===== config.mk =====
export PLATFORM = sky130hd
export DESIGN_NAME = lvl_irq_hub
export DESIGN_NICKNAME = d
export VERILOG_FILES = /design/src/rtl/irqh_pkg.sv /design/src/rtl/irqh_src_latch.sv /design/src/rtl/irqh_mask_bank.sv /design/src/rtl/irqh_lowest_enc.sv /design/src/rtl/irqh_req_fsm.sv /design/src/rtl/lvl_irq_hub.sv
export SDC_FILE = /design/constraint.sdc
export NUM_CORES = 1
export LEC_CHECK = 0
export BUFFER_PORTS_ARGS = -buffer_cell sky130_fd_sc_hd__buf_2
export CELL_PAD_IN_SITES_DETAIL_PLACEMENT = 0
export CELL_PAD_IN_SITES_GLOBAL_PLACEMENT = 1
export CORE_MARGIN = 5
export CORE_UTILIZATION = 42
export CTS_CLUSTER_SIZE = 40
export DETAILED_ROUTE_END_ITERATION = 16
export PLACE_DENSITY = 0.88
export SETUP_SLACK_MARGIN = 0.02
export SYNTH_ARGS = -nofsm -noshare
export SYNTH_HDL_FRONTEND = slang
export SYNTH_HIERARCHICAL = 1
export SYNTH_SLANG_ARGS = --single-unit

===== constraint.sdc =====
create_clock -name clk -period 3.6 [get_ports clk]
set_input_delay 0.54 -clock clk [delete_from_list [all_inputs] [get_ports clk]]
set_output_delay 0.54 -clock clk [all_outputs]
set_load 0.01 [all_outputs]

===== src/rtl/irqh_pkg.sv =====
package irqh_pkg;

    localparam int OFS_W = 5;

    localparam logic [OFS_W-1:0] OFS_STATUS  = 5'h00;
    localparam logic [OFS_W-1:0] OFS_DISABLE = 5'h04;
    localparam logic [OFS_W-1:0] OFS_DIS_SET = 5'h08;
    localparam logic [OFS_W-1:0] OFS_DIS_CLR = 5'h0C;
    localparam logic [OFS_W-1:0] OFS_PENDING = 5'h10;

    typedef enum logic {
        REQ_QUIET  = 1'b0,
        REQ_RAISED = 1'b1
    } req_state_e;

endpackage


===== src/rtl/irqh_src_latch.sv =====
module irqh_src_latch #(
    parameter int N_SRC = 32
) (
    input  logic             clk,
    input  logic             rst_n,
    input  logic [N_SRC-1:0] src_lvl,
    output logic [N_SRC-1:0] status_q
);

    // Sample every raw level once per cycle; no edge capture.
    always_ff @(posedge clk or negedge rst_n) begin
        if (!rst_n) begin
            status_q <= '0;
        end else begin
            status_q <= src_lvl;
        end
    end

endmodule


===== src/rtl/irqh_mask_bank.sv =====
module irqh_mask_bank
    import irqh_pkg::*;
#(
    parameter int N_SRC = 32
) (
    input  logic             clk,
    input  logic             rst_n,
    input  logic             bus_we,
    input  logic [OFS_W-1:0] bus_addr,
    input  logic [N_SRC-1:0] bus_wdata,
    output logic [N_SRC-1:0] dis_q
);

    logic set_hit;
    logic clr_hit;

    assign set_hit = bus_we && (bus_addr == OFS_DIS_SET);
    assign clr_hit = bus_we && (bus_addr == OFS_DIS_CLR);

    // One cell per source; each cell reacts only to its own data bit.
    for (genvar g = 0; g < N_SRC; g++) begin : g_cell
        always_ff @(posedge clk or negedge rst_n) begin
            if (!rst_n) begin
                dis_q[g] <= 1'b1;
            end else if (set_hit && bus_wdata[g]) begin
                dis_q[g] <= 1'b1;
            end else if (clr_hit && bus_wdata[g]) begin
                dis_q[g] <= 1'b0;
            end
        end
    end

endmodule


===== src/rtl/irqh_lowest_enc.sv =====
module irqh_lowest_enc #(
    parameter int N_SRC = 32,
    localparam int ID_W = $clog2(N_SRC)
) (
    input  logic [N_SRC-1:0] pend,
    output logic [ID_W-1:0]  id,
    output logic             id_valid
);

    // Walk from the top down so the lowest set index wins.
    always_comb begin
        id       = '0;
        id_valid = 1'b0;
        for (int i = N_SRC - 1; i >= 0; i--) begin
            if (pend[i]) begin
                id       = ID_W'(i);
                id_valid = 1'b1;
            end
        end
    end

endmodule


===== src/rtl/irqh_req_fsm.sv =====
module irqh_req_fsm
    import irqh_pkg::*;
(
    input  logic clk,
    input  logic rst_n,
    input  logic any_pend,
    output logic irq_req
);

    req_state_e state_q;
    req_state_e state_d;

    always_comb begin
        state_d = state_q;
        unique case (state_q)
            REQ_QUIET:  if (any_pend)  state_d = REQ_RAISED;  // QUIET_TO_RAISED
            REQ_RAISED: if (!any_pend) state_d = REQ_QUIET;   // RAISED_TO_QUIET
            default:    state_d = REQ_QUIET;
        endcase
    end

    always_ff @(posedge clk or negedge rst_n) begin
        if (!rst_n) begin
            state_q <= REQ_QUIET;
        end else begin
            state_q <= state_d;
        end
    end

    always_comb begin
        irq_req = (state_q == REQ_RAISED);
    end

endmodule


===== src/rtl/lvl_irq_hub.sv =====
module lvl_irq_hub
    import irqh_pkg::*;
#(
    parameter int N_SRC = 32,
    localparam int ID_W = $clog2(N_SRC)
) (
    input  logic             clk,
    input  logic             rst_n,
    input  logic [N_SRC-1:0] src_lvl,
    input  logic             bus_we,
    input  logic [OFS_W-1:0] bus_addr,
    input  logic [N_SRC-1:0] bus_wdata,
    output logic [N_SRC-1:0] bus_rdata,
    output logic             irq_req,
    output logic [ID_W-1:0]  irq_id,
    output logic             irq_id_valid
);

    logic [N_SRC-1:0] status_q;
    logic [N_SRC-1:0] dis_q;
    logic [N_SRC-1:0] pend;

    irqh_src_latch #(.N_SRC(N_SRC)) u_latch (
        .clk      (clk),
        .rst_n    (rst_n),
        .src_lvl  (src_lvl),
        .status_q (status_q)
    );

    irqh_mask_bank #(.N_SRC(N_SRC)) u_mask (
        .clk       (clk),
        .rst_n     (rst_n),
        .bus_we    (bus_we),
        .bus_addr  (bus_addr),
        .bus_wdata (bus_wdata),
        .dis_q     (dis_q)
    );

    assign pend = status_q & ~dis_q;

    irqh_lowest_enc #(.N_SRC(N_SRC)) u_enc (
        .pend     (pend),
        .id       (irq_id),
        .id_valid (irq_id_valid)
    );

    irqh_req_fsm u_req (
        .clk      (clk),
        .rst_n    (rst_n),
        .any_pend (|pend),
        .irq_req  (irq_req)
    );

    always_comb begin
        unique case (bus_addr)
            OFS_STATUS:  bus_rdata = status_q;
            OFS_DISABLE: bus_rdata = dis_q;
            OFS_PENDING: bus_rdata = pend;
            default:     bus_rdata = '0;
        endcase
    end

endmodule


==> results by stage <==
Setup path:
- The critical path goes through and2b_2 -> nor4_1 -> a21oi_1 -> o21ai_1 -> a21oi_1 -> nor4b_2 -> buf_2.
- In this run the critical register-to-register path is launched from u_mask/dis_q[26].
- The critical path required time is 3060 ps.
- For the worst setup path, the data arrival time is 2380 ps.
- The category of cells accounting for the largest share of critical-path delay is simple AND/OR/NAND/NOR gates.
- On the worst path, the slowest cell contributes a delay of 560 ps.
- The critical path class is reg2out.
- STA classifies the critical path startpoint as a register.
- The number of buffers and inverters on the critical path is 1.
- Along the worst path, the maximum fanout reaches 4.
- The number of cells on the worst reg-to-reg path is 4.
- The capturing point of the worst reg2reg path is u_req/irq_req.
- The largest individual stage delay along the critical path comes from the cell dfstp_2.
- The setup check on the worst reg-to-reg path leaves a slack of 2010 ps.
- STA classifies the critical path endpoint as an output port.
- By instance count, the cell type seen most on the critical path is a21oi_1.

Timing:
- Derived from the worst setup path, the maximum achievable clock frequency is 0.342 GHz.
- The hold violation count in the final report is 0.
- Subtracting the final worst setup slack from the clock period gives 2920 ps.
- The worst hold margin is 298 ps.
- The transition time at the pin with the least slew margin is 1210 ps.
- The worst slew margin relative to its limit is 0.189.
- The number of failing setup endpoints in the final timing report is 0.
- Between clock sinks in the finished design, the worst skew comes to 6.74 ps.
- In the finished design, the share of the clock period the worst path needs comes to 0.812.
- The number of max-slew violations in the final report came to 0.
- Adding up every negative setup slack in the final design gives 0 ps.
- Setup repair after global routing left no endpoint under its margin.

Min path:
- The type of the tightest min-delay check is in2reg.
- For hold timing, the worst endpoint is u_latch/status_q[1].
- The worst hold path depth is 1.
- The source of the worst hold timing path is src_lvl[1].

Run:
- Across the run, the number of max-cap violations was 0.

Detailed routing:
- In the routed design, unresolved DRC markers number 0.
- The detailed-route via count is 3400.
- The routed length per instance is 18.0 um.
- The final antenna-violating net count is 0.
- The number of detailed-routing iterations run before antenna repair is 5.
- In the routed layout, each cell is associated on average with a via count of 5.85.
- In this run, the number of DRC markers left after iteration 0 of detailed routing was 228.
- Wires add up to 10.5 mm.

Finish:
- The fraction of final layout cells with drive strength greater than 1 is 0.368.
- Compared with the post-synthesis result, the final layout area differs by 21.7%.
- The most common cell after layout, fill and taps aside is buf_2.
- The net count reported at finish is 540.
- The top cell types in the final layout, fill and taps aside, are buf_2, inv_1, nand2_1.
- 0 antenna diodes ended up in the layout.

Synth:
- For this run, the register share of the synthesized area comes to 0.457.
- Counting distinct cell types in the post-synthesis netlist gives 39.
- The count of flip-flops with a built-in enable after synthesis is 0.
- The number of warning messages in the yosys log is 6.
- Synthesis handed over a netlist of 367 instances.
- Synthesis produced a netlist with a net count of 439.
- The number of synthesized register bits is 65.
- The synthesized area divided by synthesized cell count is 9.94 um2.
- For this run, asynchronously set or reset flops after synthesis account for 1.00.
- The synthesized cell area is 3650 um2.
- Among all flip-flop cells after synthesis, the most frequent one is dfrtp_1.

Clocking:
- Buffers inserted to repair hold after CTS numbered 0.
- The clock latency on the worst-skew pair is 340 ps.
- The number of CTS-inserted buffers is 9.
- After clock tree synthesis, the setup repair step added 0 buffers.
- CTS saw 65 sinks.
- The post-CTS clock slew at the launch and capture registers of the worst setup and hold paths is 80 ps.
- The root buffer cell is clkbuf_8.
- The clock passes through at most 2 buffers.
- The number of gates resized after CTS was 0.
- The CTS H-tree depth is 3.
- The CTS tree is built.

Floorplanning:
- The initial utilization of the core area, before any placement, comes to 0.425.
- The core region is 8590 um2.
- The height of the chip is 103 um.
- The floorplan step set the die width to 103 um.
- After floorplanning, the core was divided into 34 placement rows.
- The die covers 10700 um2.
- The number of primary I/O pins is 111.

Pwr:
- In this run the power density over the cells is 454 nW/um2.
- The maximum resistive drop on vdd is 0.000188 V.
- The total leakage power is 1.92 nW.

GRT:
- Global routing finished with a remaining overflow of 0.
- The number of antenna violations at the first check in global routing is 0.
- The wire length of the first global-routing pass is 16.5 mm.
- Entering global routing, the biggest net connects 52 pins.
- The number of global-route vias before repair came to 3333.
- The global-route total usage across every layer is 0.198.

Status:
- The flow ran to the end, and the final reports show no timing, DRC or antenna violations.

Placed design:
- The congestion estimate from routability-driven global placement came to 0.902.
- During placement, the flow inserted port buffers numbering 110.
- The HPWL reported at the end of detailed placement is 7.42 mm.
power by group:
group | switching, mW | total [mW] | internal, mW
Sequential | 0.0852 | 0.954 | 0.868
Clock | 0.274 | 0.665 | 0.391
Combinational | 0.234 | 0.397 | 0.164
metal layers:
layer  share of wire  GRT usage  routed length, um
met3           0.085     0.0516                885
met4           0.016     0.0657                167
met2            0.47      0.306               4870
met1            0.43      0.272               4550
met5               0          0                  0
cell families after synthesis:
family / count (synthesis) / share of synthesized area
flops: 65 / 0.457
compound gates: 118 / 0.272
buf+inv: 66 / 0.0826
simple gates: 118 / 0.189
worst max path at each step:
stage | start | endpoint | cells after the start
global route | u_mask/dis_q[26] | irq_id[2] | 7
finish | u_mask/dis_q[26] | irq_id[2] | 7
CTS | u_mask/dis_q[26] | irq_id[2] | 7
global placement | bus_addr[2] | bus_rdata[26] | 6
floorplan | u_mask/dis_q[26] | irq_id[2] | 6
detailed placement | bus_addr[4] | bus_rdata[25] | 5
Yosys cell counts, types with 2 or more instances:
| cell type | number | area share |
|---|---|---|
| or2_1 | 2 | 0.0034 |
| and2b_2 | 2 | 0.0048 |
| nand4_1 | 2 | 0.0034 |
| nor3b_1 | 2 | 0.0041 |
| dfrtp_1 | 33 | 0.23 |
| nor2b_1 | 31 | 0.053 |
| inv_1 | 38 | 0.039 |
| dfstp_2 | 32 | 0.23 |
| clkbuf_1 | 15 | 0.015 |
| o21ai_0 | 3 | 0.0041 |
| a21oi_1 | 7 | 0.0096 |
| nor2_1 | 13 | 0.013 |
| a32o_1 | 32 | 0.088 |
| nor3_1 | 6 | 0.0082 |
| nor4_1 | 10 | 0.017 |
| buf_6 | 6 | 0.019 |
| o41ai_1 | 32 | 0.077 |
| nand2_1 | 36 | 0.037 |
| o311ai_0 | 2 | 0.0048 |
| o31ai_1 | 33 | 0.068 |
| buf_2 | 7 | 0.0096 |
| nand3_1 | 2 | 0.0027 |
| nor4_4 | 2 | 0.012 |
| a2111oi_0 | 2 | 0.0048 |
| nor4_2 | 3 | 0.010 |
state kept, by name, indices dropped and copies added (netlist names):
signal	count
u_latch/status_q	32
u_mask/dis_q	32
u_req/irq_req	1
metrics by stage:
step                      setup WS (ps)  instances  instance area, um2  power, mW   util
final                               677        581                4440       2.02  0.517
after CTS                           681        581                4440       2.03  0.517
after global routing                574        581                4440       2.12  0.517
after global placement             1080        565                4240       1.35  0.493
after detailed placement           1070        565                4240       1.36  0.493
after floorplan                    1410        367                3650       1.21      -
area by class of cell:
| class | instances | area [um2] |
|---|---|---|
| inverter | 38 | 143 |
| multi-input combinational | 236 | 1680 |
| timing repair buffer | 118 | 611 |
| fill | 821 | 4150 |
| clock buffer | 13 | 139 |
| sequential | 65 | 1670 |
| clock inverter | 3 | 65.1 |
| tap | 108 | 135 |
Note: power is estimated with default switching activity, not from simulation.
